File: src/rtl/fcad_pkg.sv
package fcad_pkg;

    typedef enum logic [1:0] {
        ST_IDLE  = 2'd0,
        ST_WARM  = 2'd1,
        ST_TRACK = 2'd2,
        ST_DONE  = 2'd3
    } fcad_st_e;

    localparam int SH_MAX = 10;
    localparam int CNT_W  = SH_MAX + 1;

    // time-constant field to IIR shift: 4, 6, 8, 10
    function automatic logic [3:0] tc_shift(input logic [1:0] t);
        return 4'd4 + {1'b0, t, 1'b0};
    endfunction

endpackage

File: src/rtl/fcad_xprod.sv
module fcad_xprod #(
    parameter int DW = 8,
    parameter int XW = 2 * DW + 1
) (
    input  logic                 clk,
    input  logic                 rst_n,
    input  logic                 clr,
    input  logic                 vld,
    input  logic signed [DW-1:0] i_cur,
    input  logic signed [DW-1:0] q_cur,
    output logic signed [XW-1:0] err,
    output logic                 have_prev
);
    logic signed [DW-1:0]   i_prv;
    logic signed [DW-1:0]   q_prv;
    logic signed [2*DW-1:0] p_a;
    logic signed [2*DW-1:0] p_b;

    always_ff @(posedge clk or negedge rst_n) begin
        if (!rst_n) begin
            i_prv     <= '0;
            q_prv     <= '0;
            have_prev <= 1'b0;
        end else if (clr) begin
            i_prv     <= '0;
            q_prv     <= '0;
            have_prev <= 1'b0;
        end else if (vld) begin
            i_prv     <= i_cur;
            q_prv     <= q_cur;
            have_prev <= 1'b1;
        end
    end

    assign p_a = i_prv * q_cur;
    assign p_b = q_prv * i_cur;
    assign err = XW'(p_a) - XW'(p_b);

endmodule

File: src/rtl/fcad_iir.sv
module fcad_iir #(
    parameter int XW = 17
) (
    input  logic                 clk,
    input  logic                 rst_n,
    input  logic                 clr,
    input  logic                 upd,
    input  logic [3:0]           shamt,
    input  logic signed [XW-1:0] err,
    output logic signed [XW-1:0] acc
);
    logic signed [XW:0]   diff;
    logic signed [XW:0]   step;
    logic signed [XW-1:0] acc_n;

    assign diff  = (XW+1)'(err) - (XW+1)'(acc);
    assign step  = diff >>> shamt;
    assign acc_n = acc + step[XW-1:0];

    always_ff @(posedge clk or negedge rst_n) begin
        if (!rst_n) begin
            acc <= '0;
        end else if (clr) begin
            acc <= '0;
        end else if (upd) begin
            acc <= acc_n;
        end
    end

endmodule

File: src/rtl/fcad_scale.sv
module fcad_scale #(
    parameter int XW = 17,
    parameter int GW = 3,
    parameter int BW = 4,
    parameter int CW = XW + (1 << GW) - 1
) (
    input  logic                 on,
    input  logic [GW-1:0]        gain,
    input  logic [BW-1:0]        beta_exp,
    input  logic signed [XW-1:0] acc,
    output logic signed [CW-1:0] corr
);
    logic [GW-1:0] g_eff;

    always_comb begin
        if (BW'(gain) > beta_exp) begin
            g_eff = beta_exp[GW-1:0];
        end else begin
            g_eff = gain;
        end
        corr = on ? (CW'(acc) <<< g_eff) : '0;
    end

endmodule

File: src/rtl/fcarrier_assist.sv
module fcarrier_assist
    import fcad_pkg::*;
#(
    parameter int DW = 8,
    parameter int GW = 3,
    parameter int BW = 4
) (
    input  logic                          clk,
    input  logic                          rst_n,
    input  logic                          loop_rst,
    input  logic                          enable,
    input  logic [GW+3:0]                 ctrl,
    input  logic [BW-1:0]                 beta_exp,
    input  logic                          sym_vld,
    input  logic signed [DW-1:0]          sym_i,
    input  logic signed [DW-1:0]          sym_q,
    output logic signed [2*DW+(1<<GW)-1:0] freq_corr,
    output logic                          fd_active
);
    localparam int XW  = 2 * DW + 1;
    localparam int CW  = XW + (1 << GW) - 1;
    localparam int FSL = 2 * DW - 1;

    fcad_st_e               state;
    fcad_st_e               state_n;
    logic                   clr;
    logic                   take;
    logic                   upd;
    logic                   have_prev;
    logic signed [XW-1:0]   err;
    logic signed [XW-1:0]   acc;
    logic [XW-1:0]          acc_mag;
    logic [XW-1:0]          thr_val;
    logic [3:0]             shamt;
    logic [CNT_W-1:0]       cnt;
    logic [CNT_W-1:0]       cnt_lim;
    logic [GW-1:0]          gain;
    logic [1:0]             tc_sel;
    logic [1:0]             th_sel;

    assign gain    = ctrl[GW+3:4];
    assign tc_sel  = ctrl[3:2];
    assign th_sel  = ctrl[1:0];
    assign shamt   = tc_shift(tc_sel);
    assign cnt_lim = (CNT_W'(1) << shamt) - CNT_W'(1);
    assign thr_val = XW'(1) << (FSL - 6 + int'(th_sel));
    assign acc_mag = acc[XW-1] ? XW'(-acc) : XW'(acc);

    // state register
    always_ff @(posedge clk or negedge rst_n) begin
        if (!rst_n) begin
            state <= ST_IDLE;
        end else begin
            state <= state_n;
        end
    end

    // transitions: start, settled, handover, abort
    always_comb begin
        state_n = state;
        unique case (state)
            ST_IDLE: begin
                if (enable && !loop_rst) state_n = ST_WARM;
            end
            ST_WARM: begin
                if (loop_rst || !enable)         state_n = ST_IDLE;
                else if (upd && cnt == cnt_lim)  state_n = ST_TRACK;
            end
            ST_TRACK: begin
                if (loop_rst || !enable)         state_n = ST_IDLE;
                else if (acc_mag < thr_val)      state_n = ST_DONE;
            end
            ST_DONE: begin
                if (loop_rst || !enable)         state_n = ST_IDLE;
            end
            default: state_n = ST_IDLE;
        endcase
    end

    // outputs of the state machine
    always_comb begin
        fd_active = (state == ST_WARM) || (state == ST_TRACK);
        clr       = (state == ST_IDLE);
        take      = sym_vld && fd_active;
        upd       = take && have_prev;
    end

    // settling counter
    always_ff @(posedge clk or negedge rst_n) begin
        if (!rst_n) begin
            cnt <= '0;
        end else if (clr) begin
            cnt <= '0;
        end else if (upd && state == ST_WARM) begin
            cnt <= cnt + CNT_W'(1);
        end
    end

    fcad_xprod #(.DW(DW), .XW(XW)) u_xprod (
        .clk       (clk),
        .rst_n     (rst_n),
        .clr       (clr),
        .vld       (take),
        .i_cur     (sym_i),
        .q_cur     (sym_q),
        .err       (err),
        .have_prev (have_prev)
    );

    fcad_iir #(.XW(XW)) u_iir (
        .clk   (clk),
        .rst_n (rst_n),
        .clr   (clr),
        .upd   (upd),
        .shamt (shamt),
        .err   (err),
        .acc   (acc)
    );

    fcad_scale #(.XW(XW), .GW(GW), .BW(BW), .CW(CW)) u_scale (
        .on       (fd_active),
        .gain     (gain),
        .beta_exp (beta_exp),
        .acc      (acc),
        .corr     (freq_corr)
    );

endmodule

File: config.mk
export PLATFORM = sky130hd
export DESIGN_NAME = fcarrier_assist
export DESIGN_NICKNAME = d
export VERILOG_FILES = /design/src/rtl/fcad_pkg.sv /design/src/rtl/fcad_xprod.sv /design/src/rtl/fcad_iir.sv /design/src/rtl/fcad_scale.sv /design/src/rtl/fcarrier_assist.sv
export SDC_FILE = /design/constraint.sdc
export NUM_CORES = 1
export LEC_CHECK = 0
export ABC_AREA = 0
export CAP_MARGIN = 20
export CORE_ASPECT_RATIO = 1.25
export CORE_MARGIN = 10
export CORE_UTILIZATION = 30
export DETAILED_ROUTE_END_ITERATION = 6
export PLACE_DENSITY = 0.43
export SKIP_CTS_REPAIR_TIMING = 1
export SLEW_MARGIN = 20
export SYNTH_ARGS = -nofsm -noshare
export SYNTH_HDL_FRONTEND = slang
export SYNTH_SLANG_ARGS = --single-unit
File: constraint.sdc
create_clock -name clk -period 24.2 [get_ports clk]
set_input_delay 4.84 -clock clk [delete_from_list [all_inputs] [get_ports clk]]
set_output_delay 4.84 -clock clk [all_outputs]
set_load 0.005 [all_outputs]
After elaboration in Yosys (flattened, before gate mapping)
Cells that the tools add are included.

word-level totals
  bits in registers = 47
  input bits = 32
  output and inout port bits = 25
  logic and storage cells = 64

cells by class
  add/sub/neg operators = 8
  multiply operators = 2
  $lt $le $gt $ge = 2
  eq/ne operators = 8
  shifts and indexed selects = 4
  muxes and demuxes = 20
  reductions and logical operators = 14

operators with widths
  cell                                                number
  2-to-1 mux 17 bit                                   3
  multiplier 8 x 8 -> 16 bit                          2
  2-to-1 mux 8 bit                                    4
  2-to-1 mux 24 bit                                   1
  <<< shifter 24 x 3 -> 24 bit                        1
  2-to-1 mux 11 bit                                   2
  >>> shifter 18 x 4 -> 17 bit                        1
  subtractor 17 x 17 -> 18 bit                        1
  adder 17 bit                                        1
  < comparator 17 bit                                 1
  negation 17 bit                                     1
  left shift 1 x 5 -> 17 bit, first input constant    1
  subtractor 16 x 16 -> 17 bit                        1
  2-to-1 mux 2 bit                                    6
  adder 11 x 1 -> 11 bit, second input constant       1
  equality test 11 bit                                1
  left shift 1 x 4 -> 11 bit, first input constant    1
  subtractor 11 x 2 -> 11 bit, second input constant  1
  one-hot mux 2 bit (4 select lines)                  1
  != test 3 bit, second input constant                2
  nonzero test 2 bit                                  3
  adder 4 x 2 -> 5 bit, first input constant          1
  logical AND 1 bit                                   5
  adder 3 x 3 -> 4 bit, first input constant          1
  11 further kinds                                    15

Depth between registers and ports, before layout
Gate-level depths: netlist (run 1).

  word-level depth = 8
  mapped depth = 36
  gate-level depth less buffers = 34

Cells and area by module
Synthesis (run 1) repeated with hierarchy kept, for this count alone.

second synthesis, totals
  cells, all modules = 1340
  area, all modules = 11713.7 µm²

by module, submodules not included
  module           times used  cells each  area an instance (µm²)  seq. area each (µm²)
  fcad_xprod       1           641         6084.6                  425.4
  fcad_iir         1           407         3321.9                  425.4
  fcarrier_assist  1           135         1189.9                  325.3
  fcad_scale       1           157         1117.3                  0.0

Worst setup path after synthesis (run 1)
No wires, ideal clock.

  kind = input to register
  start point = in sym_q[3]
  end point = reg u_iir.acc[16]
  library setup time = 78 ps
  arrival time = 12236 ps
  data required time = 24122 ps
  path slack = 11886 ps
  stages on the path = 34
  path buffers = 2
  cell sequence = clkbuf_1 -> nand2_1 -> fa_1 -> inv_1 -> fa_1 -> inv_1 -> fa_1 -> inv_1 -> fa_1 -> fa_1 -> inv_1 -> fa_1 -> inv_1 -> ha_1 -> buf_6 -> a21o_1 -> a31o_1 -> a21o_1 -> a21o_1 -> a31oi_4 -> xnor2_2 -> nand2b_1 -> o21ai_0 -> a22oi_1 -> ha_1 -> and3_1 -> a221oi_1 -> o211ai_1 -> nand3_1 -> a31oi_1 -> nor2_1 -> xor2_1 -> or3_1 -> a21oi_1

between the ends
  longest elaborated chain between the ends = 7

ends and longest elaborated chain
  what                          line                   RTL
  start: declaration            fcarrier_assist.sv:16  input logic signed [DW-1:0] sym_q,
  multiplier 8 x 8 -> 16 bit    fcad_xprod.sv:35       assign p_a = i_prv * q_cur;
  subtractor 16 x 16 -> 17 bit  fcad_xprod.sv:37       assign err = XW'(p_a) - XW'(p_b);
  subtractor 17 x 17 -> 18 bit  fcad_iir.sv:16         assign diff = (XW+1)'(err) - (XW+1)'(acc);
  >>> shifter 18 x 4 -> 17 bit  fcad_iir.sv:17         assign step = diff >>> shamt;
  adder 17 bit                  fcad_iir.sv:18         assign acc_n = acc + step[XW-1:0];
  2-to-1 mux 17 bit             fcad_iir.sv:25         end else if (upd) begin
  2-to-1 mux 17 bit             fcad_iir.sv:23         end else if (clr) begin
  end signal: assignment        fcad_iir.sv:26         acc <= acc_n;
  end: declaration              fcad_iir.sv:10         output logic signed [XW-1:0] acc

No other way between the ends. The select of a mux whose other input is x is not followed.
A chain may end at the register's enable or synchronous reset.

Final worst setup path (run 1)
  start point = in sym_i[0]
  end point = reg u_iir.acc[16]

between the ends
  longest elaborated chain between the ends = 7

ends and longest elaborated chain
  what                          line                   RTL
  start: declaration            fcarrier_assist.sv:15  input logic signed [DW-1:0] sym_i,
  multiplier 8 x 8 -> 16 bit    fcad_xprod.sv:36       assign p_b = q_prv * i_cur;
  subtractor 16 x 16 -> 17 bit  fcad_xprod.sv:37
  subtractor 17 x 17 -> 18 bit  fcad_iir.sv:16
  >>> shifter 18 x 4 -> 17 bit  fcad_iir.sv:17
  adder 17 bit                  fcad_iir.sv:18
  2-to-1 mux 17 bit             fcad_iir.sv:25
  2-to-1 mux 17 bit             fcad_iir.sv:23

No other way between the ends. The select of a mux whose other input is x is not followed.

==> results of run 1 <==
## logic make-up (layout without fill, tap and decap cells)
logic type | count (synthesis) | in the layout
fa+ha+maj | 262 | 262
mux | 37 | 37
other cells | 1 | 4
xor+xnor | 58 | 58
flops | 47 | 47
buf+inv | 267 | 296
simple gates | 319 | 319
compound gates | 168 | 168
## metrics by stage
step                      area (µm²)  hold slack (ns)  worst slack [ns]  std cells
after global placement         11400           0.5550             10.83       1651
final                          11570           0.5622             11.18       1659
after CTS                      11570           0.5635             11.10       1659
after detailed placement       11400           0.5532             10.77       1651
after global routing           11570           0.5933             10.51       1659
after floorplan                10370           0.5130             11.89       1162
## layer usage
metal | up-vias | GRT usage, % | routed length [µm]
li1 | 3728 | - | -
met1 | 3739 | 17.55 | 12260
met2 | 76 | 23.84 | 14150
met3 | 13 | 1.527 | 858
met4 | 0 | 2.827 | 295
met5 | - | 0 | 0
## sequential cells by signal (all words and copies together) (netlist names)
name               flops
u_iir.acc             17
u_xprod.have_prev      1
u_xprod.q_prv          8
u_xprod.i_prv          8
state                  2
cnt                   11
## cell type report
class / instances / area [µm²]
Tap cell: 468 / 585.6
Clock inverter: 3 / 46.29
Fill cell: 3675 / 22760
Inverter: 224 / 840.8
Timing Repair Buffer: 64 / 615.6
Multi-Input combinational cell: 848 / 8182
Clock buffer: 5 / 125.1
Sequential cell: 47 / 1176
## worst max-delay path: cells and delay by family
kind,cells,cell delay [ns]
and+or+nand+nor,8,1.64
xor gates and xnor gates,2,0.40
buffers and inverters,5,1.09
AOI/OAI and AO/OA,9,1.57
adders and majority gates,8,3.70
## layout by cell type (no fill, tap or decap), drive strengths merged, types with 4 or more instances in the layout
cell type / n
nand2b: 10
conb: 4
and3: 7
mux2i: 27
mux4: 8
and2: 67
clkbuf: 5
nor2b: 16
nand2: 126
ha: 101
o21ai: 37
dfrtp: 47
xnor2: 34
inv: 225
o31ai: 4
a22o: 16
nand4: 8
clkdlybuf4s50: 55
a21oi: 34
buf: 9
nor2: 47
a21boi: 15
a31oi: 9
xor2: 24
a21o: 16
nor4: 4
fa: 161
o211ai: 5
or3: 5
o21a: 11
nand3: 11
a211oi: 5
nor3: 9
## worst paths after layout
| check | from | end | slack, ns | cells past startpoint |
|---|---|---|---|---|
| max | sym_i[0] | u_iir.acc[16] | 11.18 | 32 |
| max reg2reg | u_xprod.q_prv[7] | u_iir.acc[16] | 15.79 | 31 |
| min reg2reg | cnt[10] | cnt[10] | 0.56 | 2 |
| min | cnt[10] | cnt[10] | 0.56 | 2 |
| min in group asynchronous | rst_n | cnt[3] | 4.64 | 2 |
| max in group asynchronous | rst_n | u_xprod.i_prv[0] | 19.07 | 2 |
## Yosys cell counts, types with 3 or more instances
| cell type | instances |
|---|---|
| a211oi_1 | 5 |
| a21boi_0 | 15 |
| a21o_1 | 16 |
| a21oi_1 | 34 |
| a22o_1 | 16 |
| a31oi_1 | 8 |
| and2_1 | 67 |
| and3_1 | 7 |
| buf_1 | 3 |
| clkbuf_1 | 35 |
| dfrtp_1 | 47 |
| fa_1 | 161 |
| ha_1 | 101 |
| inv_1 | 224 |
| mux2i_1 | 27 |
| mux4_2 | 8 |
| nand2_1 | 126 |
| nand2b_1 | 10 |
| nand3_1 | 11 |
| nand4_1 | 8 |
| nor2_1 | 47 |
| nor2b_1 | 16 |
| nor3_1 | 9 |
| nor4_1 | 4 |
| o211ai_1 | 4 |
| o21a_1 | 11 |
| o21ai_0 | 37 |
| o31ai_1 | 4 |
| or3_1 | 5 |
| xnor2_1 | 33 |
| xor2_1 | 24 |
==> impl_metrics.env, run 1 <==
export IMPL_status="complete, no violations"
export IMPL_period_minus_slack_ns=13.02
export IMPL_synth_top_area_share_pct=31.10
export IMPL_maxCapViolCount=0
export IMPL_arrival_ns=13.25
export IMPL_worst_pin_slew_ns=1.048
export IMPL_rsz0062_at_grt="no"
export IMPL_crit_top_cell="fa_1"
export IMPL_grt_max_degree=48
export IMPL_num_rows=76
export IMPL_finalNetCount=1484
export IMPL_htreeDepth=2
export IMPL_cts_buffers=5
export IMPL_fin_util_pct=33.71
export IMPL_syn_inst=1159
export IMPL_worstPathRequired_ns=24.43
export IMPL_routed_wl_um=27570
export IMPL_viasPerCell=4.555
export IMPL_ys_flop_type="dfrtp_1"
export IMPL_clk_pin_slew_worst_paths_ns=0.07
export IMPL_synth_compound_area_share_pct=10.93
export IMPL_insertion_delay_ns=0.32
export IMPL_drc=0
export IMPL_hold_class="reg2reg"
export IMPL_syn_area_mm2=0.01036
export IMPL_grt_first_pass_wirelength_um=45850
export IMPL_globalplace_congestion=0.7959
export IMPL_ys_types=57
export IMPL_cp_slowest_cell="clkdlybuf4s50_1"
export IMPL_relSlewSlack_pct=29.87
export IMPL_dieWidth_um=186.2
export IMPL_ys_ff_latch=47
export IMPL_synthSimpleGateAreaFrac_pct=14.97
export IMPL_avgSynthCellArea_um2=8.941
export IMPL_ant_nets=0
export IMPL_firstDrtPassIters=4
export IMPL_setup_tns_ns=0
export IMPL_crit_fanout=9
export IMPL_start_util_pct=30.19
export IMPL_grt_pass1_vias=8317
export IMPL_slowest_delay_ns=0.71
export IMPL_syn2layout_area_growth_pct=11.66
export IMPL_setup_viol=0
export IMPL_drive_gt1_share_pct=2.771
export IMPL_ys_top_cells_by_area="fa_1, ha_1, dfrtp_1"
export IMPL_fmax_mhz=76.80
export IMPL_cts_root_buf="clkbuf_16"
export IMPL_grt_usage_pct=13.64
export IMPL_cp_end_kind="flop"
export IMPL_ys_warn_count=0
export IMPL_synth_top_family_by_area="adder cells"
export IMPL_cts_sinks=47
export IMPL_ios=57
export IMPL_clock_path_buffers=2
export IMPL_dr_total_vias=7556
export IMPL_synth_mux_area_fraction_pct=4.564
export IMPL_die_area_mm2=0.04242
export IMPL_synth_fa_ha_area_share_pct=43.30
export IMPL_fin_worst_skew_ns=0.01157
export IMPL_diodes=0
export IMPL_overflow=0
export IMPL_post_route_period_util_pct=53.80
export IMPL_dieHeight_um=227.8
export IMPL_cts_tree="done"
export IMPL_dpl_hpwl_um=23260
export IMPL_drt_initial_drc_count=234
export IMPL_synth_xor_area_share_pct=4.975
export IMPL_synthArstFlopShare_pct=100.0
export IMPL_io_buffers=56
export IMPL_final_max_slew_viol_count=0
export IMPL_yosysSeqAreaShare_pct=11.35
export IMPL_synth_edf_count=0
export IMPL_hold_viol_final=0
export IMPL_core_mm2=0.03433
export IMPL_cp_start_kind="input pin"
export IMPL_antenna_found_initial=0
export IMPL_netlist_top_cell_by_area="fa_1"
export IMPL_path_class="in2reg"
export IMPL_wl_per_cell_um=16.62
Power of run 1 is left out: the tool's default activity adds up to more than one toggle a clock period on the data nets, which glitch-free logic cannot reach.
==> inputs of run 2 (changes only) <==
Clock period 24.2 ns to 12.69 ns, I/O delays scaled along.
==> impl_metrics.env, run 2 (synthesized netlist as in run 1, its figures left out) <==
export IMPL_die_area_mm2=0.04242
export IMPL_io_buffers=56
export IMPL_hold_viol_final=0
export IMPL_relSlewSlack_pct=52.74
export IMPL_worst_pin_slew_ns=0.7038
export IMPL_timing_rr_end="u_iir.acc[16]"
export IMPL_cp_end_kind="flop"
export IMPL_clock_path_buffers=2
export IMPL_maxCapViolCount=0
export IMPL_fin_worst_skew_ns=0.01452
export IMPL_arrival_ns=10.98
export IMPL_r2r_cells=31
export IMPL_m1WireLength_um=12260
export IMPL_met2_wirelength_um=13920
export IMPL_viasPerCell=4.572
export IMPL_grt_pass1_vias=8501
export IMPL_rsz0062_at_grt="no"
export IMPL_final_cell_area_mm2=0.01155
export IMPL_met3_length_um=894
export IMPL_hold_path_startpoint="cnt[10]"
export IMPL_largest_reg_flops=17
export IMPL_worstPathRequired_ns=12.92
export IMPL_cts_sinks=47
export IMPL_regMostFlops="u_iir.acc"
export IMPL_mostFrequentLayoutCells="inv_1, fa_1, nand2_1, ha_1, and2_1"
export IMPL_instances_no_fill=1660
export IMPL_dpl_cell_area_mm2=0.01140
export IMPL_cts_root_buf="clkbuf_16"
export IMPL_finalNetCount=1485
export IMPL_drive_gt1_share_pct=2.852
export IMPL_setup_viol=0
export IMPL_core_mm2=0.03433
export IMPL_cts_buffers=5
export IMPL_start_util_pct=30.19
export IMPL_r2r_start="u_xprod.q_prv[7]"
export IMPL_insertion_delay_ns=0.32
export IMPL_path_class="in2reg"
export IMPL_grt_first_pass_wirelength_um=46110
export IMPL_wl_per_cell_um=16.57
export IMPL_cp_start_kind="input pin"
export IMPL_ant_nets=0
export IMPL_firstDrtPassIters=4
export IMPL_final_common_cell="inv_1"
export IMPL_overflow=0
export IMPL_dp_cells=1651
export IMPL_clk_pin_slew_worst_paths_ns=0.07
export IMPL_fmax_mhz=93.05
export IMPL_cp_slowest_cell="fa_1"
export IMPL_dr_total_vias=7590
export IMPL_status="complete, no violations"
export IMPL_final_max_slew_viol_count=0
export IMPL_globalplace_congestion=0.7967
export IMPL_largestRegisters="u_iir.acc (17), cnt (11)"
export IMPL_post_route_period_util_pct=84.68
export IMPL_diodes=0
export IMPL_ios=57
export IMPL_reg2reg_slack_ns=4.28
export IMPL_period_minus_slack_ns=10.75
export IMPL_min_path_cells=2
export IMPL_setup_tns_ns=0
export IMPL_grt_usage_pct=13.68
export IMPL_grt_max_degree=48
export IMPL_dieHeight_um=227.8
export IMPL_antenna_found_initial=0
export IMPL_syn2layout_area_growth_pct=11.47
export IMPL_cts_tree="done"
export IMPL_routed_wl_um=27510
export IMPL_slowest_delay_ns=0.63
export IMPL_highest_signal_layer="met4"
export IMPL_crit_fanout=9
export IMPL_fillerInstances=3704
export IMPL_drt_initial_drc_count=252
export IMPL_hold_class="reg2reg"
export IMPL_dieWidth_um=186.2
export IMPL_holdPathEnd="cnt[10]"
export IMPL_dpl_hpwl_um=23310
export IMPL_crit_top_cell="fa_1"
export IMPL_drc=0
export IMPL_num_rows=76
export IMPL_htreeDepth=2
==> run 2: cell types whose count changed in the layout (fill, tap and decap cells not counted) <==
cell,change
clkinv_2,+2
clkinvlp_4,-1
buf_4,+1
bufinv_16,-1
==> run 2: metrics by stage <==
stage	util [%]	hold slack [ns]	worst slack, ns
5_1_grt	33.65	0.5922	1.302
2_1_floorplan	-	0.5130	2.678
6_report	33.65	0.5603	1.944
3_5_place_dp	33.21	0.5566	1.549
4_1_cts	33.63	0.5679	1.864
3_3_place_gp	33.21	0.5550	1.627
==> run 2: worst max-delay path by stage <==
stage,from,endpoint,slack [ns],cells past startpoint
2_1_floorplan,sym_q[3],u_iir.acc[16],2.68,34
3_3_place_gp,sym_i[1],u_iir.acc[16],1.63,32
3_5_place_dp,sym_i[4],u_iir.acc[16],1.55,32
4_1_cts,sym_i[0],u_iir.acc[16],1.86,32
5_1_grt,sym_i[0],u_iir.acc[16],1.30,32
6_report,sym_i[1],u_iir.acc[16],1.94,32
==> run 2: metal layers <==
metal  vias up  track usage [%]
met4         0            3.483
met1      3741            17.43
met2        94            23.81
met5         -                0
met3        16            1.543
li1       3739                -
==> run 2: worst max-delay path: cells and delay by family <==
kind / cells / cell delay, ns
adder cells (fa/ha/maj): 8 / 3.92
AO/OA/AOI/OAI: 11 / 2.05
XOR/XNOR: 2 / 0.31
AND/OR/NAND/NOR: 6 / 1.18
buffers and inverters: 5 / 0.97
==> run 2: layout make-up <==
| type | count | area, µm² | area share [%] |
|---|---|---|---|
| tap | 468 | 585.6 | 5.069 |
| inverter | 224 | 840.8 | 7.279 |
| clock inverter | 3 | 18.77 | 0.1625 |
| clock buffer | 5 | 125.1 | 1.083 |
| multi-input combinational | 848 | 8182 | 70.83 |
| timing repair buffer | 65 | 623.1 | 5.394 |
| sequential | 47 | 1176 | 10.18 |
Power of run 2 is left out for the same reason.
==> inputs of run 3 (changes only) <==
Settings changed: PLACE_DENSITY 0.43 to 0.44.
Clock period 12.69 ns to 9.6 ns, I/O delays scaled along.
==> impl_metrics.env, run 3 (synthesized netlist as in run 1, its figures left out) <==
export IMPL_dpl_hpwl_um=24240
export IMPL_grt_usage_pct=14.15
export IMPL_clock_path_buffers=2
export IMPL_viasPerCell=4.582
export IMPL_routed_wl_um=28790
export IMPL_grt_pass1_vias=8860
export IMPL_overflow=0
export IMPL_r2r_cells=32
export IMPL_io_buffers=56
export IMPL_cts_root_buf="clkbuf_16"
export IMPL_worst_pin_slew_ns=1.040
export IMPL_crit_top_cell="fa_1"
export IMPL_antenna_found_initial=0
export IMPL_ios=57
export IMPL_multi_input_area_mm2=0.008409
export IMPL_r2r_start="u_xprod.q_prv[7]"
export IMPL_maxCapViolCount=0
export IMPL_fillerInstances=3531
export IMPL_cts_sinks=47
export IMPL_grt_max_degree=48
export IMPL_fin_worst_skew_ns=0.008249
export IMPL_timing_rr_end="u_iir.acc[16]"
export IMPL_htreeDepth=2
export IMPL_dr_total_vias=8120
export IMPL_slowest_delay_ns=0.55
export IMPL_die_area_mm2=0.04242
export IMPL_mostFrequentLayoutCells="inv_1, fa_1, nand2_1, buf_4, ha_1"
export IMPL_regMostFlops="u_iir.acc"
export IMPL_holdPathEnd="cnt[10]"
export IMPL_cp_start_kind="input pin"
export IMPL_drt_initial_drc_count=293
export IMPL_arrival_ns=9.47
export IMPL_dieHeight_um=227.8
export IMPL_period_minus_slack_ns=9.229
export IMPL_globalplace_congestion=0.8134
export IMPL_cp_slowest_cell="fa_1"
export IMPL_setup_viol=0
export IMPL_setup_tns_ns=0
export IMPL_num_rows=76
export IMPL_whs_ns=0.5733
export IMPL_start_util_pct=30.19
export IMPL_fmax_mhz=108.4
export IMPL_diodes=0
export IMPL_hold_class="reg2reg"
export IMPL_grt_first_pass_wirelength_um=47530
export IMPL_final_max_slew_viol_count=0
export IMPL_pre_cts_slack_ns=-0.2342
export IMPL_final_common_cell="inv_1"
export IMPL_crit_fanout=5
export IMPL_largestRegisters="u_iir.acc (17), cnt (11)"
export IMPL_insertion_delay_ns=0.31
export IMPL_cp_end_kind="flop"
export IMPL_worstPathRequired_ns=9.84
export IMPL_largest_reg_flops=17
export IMPL_ant_nets=0
export IMPL_post_route_period_util_pct=96.14
export IMPL_min_path_cells=2
export IMPL_reg2reg_slack_ns=1.65
export IMPL_finalWorstSetupSlack_ns=0.3706
export IMPL_firstDrtPassIters=4
export IMPL_regArea_mm2=0.001176
export IMPL_dieWidth_um=186.2
export IMPL_hold_path_startpoint="cnt[10]"
export IMPL_drc=0
export IMPL_core_mm2=0.03433
export IMPL_finalNetCount=1597
export IMPL_cts_tree="done"
export IMPL_syn2layout_area_growth_pct=22.51
export IMPL_clk_pin_slew_worst_paths_ns=0.07
export IMPL_cts_buffers=5
export IMPL_status="complete, no violations"
export IMPL_drive_gt1_share_pct=14.57
export IMPL_fin_util_pct=36.98
export IMPL_wl_per_cell_um=16.25
export IMPL_path_class="in2reg"
export IMPL_hold_viol_final=0
export IMPL_relSlewSlack_pct=30.43
## run 3: cell count changes in the layout (fill, tap and decap cells not counted), moves of 5 or more
cell | before | now
fa_2 | 0 | 6
ha_1 | 101 | 95
buf_4 | 9 | 115
inv_2 | 0 | 5
ha_4 | 0 | 5
buf_6 | 0 | 6
inv_1 | 224 | 219
fa_1 | 161 | 155
dlymetal6s2s_1 | 0 | 10
clkdlybuf4s50_1 | 55 | 45
## run 3: worst max-delay path by stage
stage | cells past startpoint | end | slack, ns | start
after floorplan | 34 | u_iir.acc[16] | 0.21 | sym_q[3]
after global routing | 33 | u_iir.acc[16] | -0.07 | sym_q[7]
after CTS | 32 | u_iir.acc[16] | 0.08 | sym_q[4]
final | 33 | u_iir.acc[16] | 0.37 | sym_q[7]
after detailed placement | 32 | u_iir.acc[16] | -0.23 | sym_i[0]
after global placement | 32 | u_iir.acc[16] | -0.24 | sym_q[4]
## run 3: layout make-up
class                           count  share of cell area, %
Multi-Input combinational cell    848                  66.24
Timing Repair Buffer              177                  11.91
Sequential cell                    47                  9.265
Inverter                          224                  6.623
Tap cell                          468                  4.613
Clock buffer                        5                 0.9856
Clock inverter                      3                 0.3647
## run 3: per-layer routing
layer	share of wire (%)	global-route usage [%]
met2	52	25.43
met1	43	17.31
met4	2.1	3.887
met5	0	0
met3	3.0	1.463
## run 3: stage by stage
stage / cells / instance area (µm²)
6_report: 1772 / 12690
3_5_place_dp: 1759 / 12210
4_1_cts: 1767 / 12380
2_1_floorplan: 1162 / 10370
3_3_place_gp: 1759 / 12210
5_1_grt: 1772 / 12690
## run 3: worst max-delay path, delay by kind of cell
family | cells | cell delay, ns
AO/OA/AOI/OAI | 10 | 1.59
XOR/XNOR | 2 | 0.34
AND/OR/NAND/NOR | 7 | 1.07
adder cells (fa/ha/maj) | 8 | 3.73
buffers and inverters | 6 | 0.79
Power of run 3 is left out for the same reason.
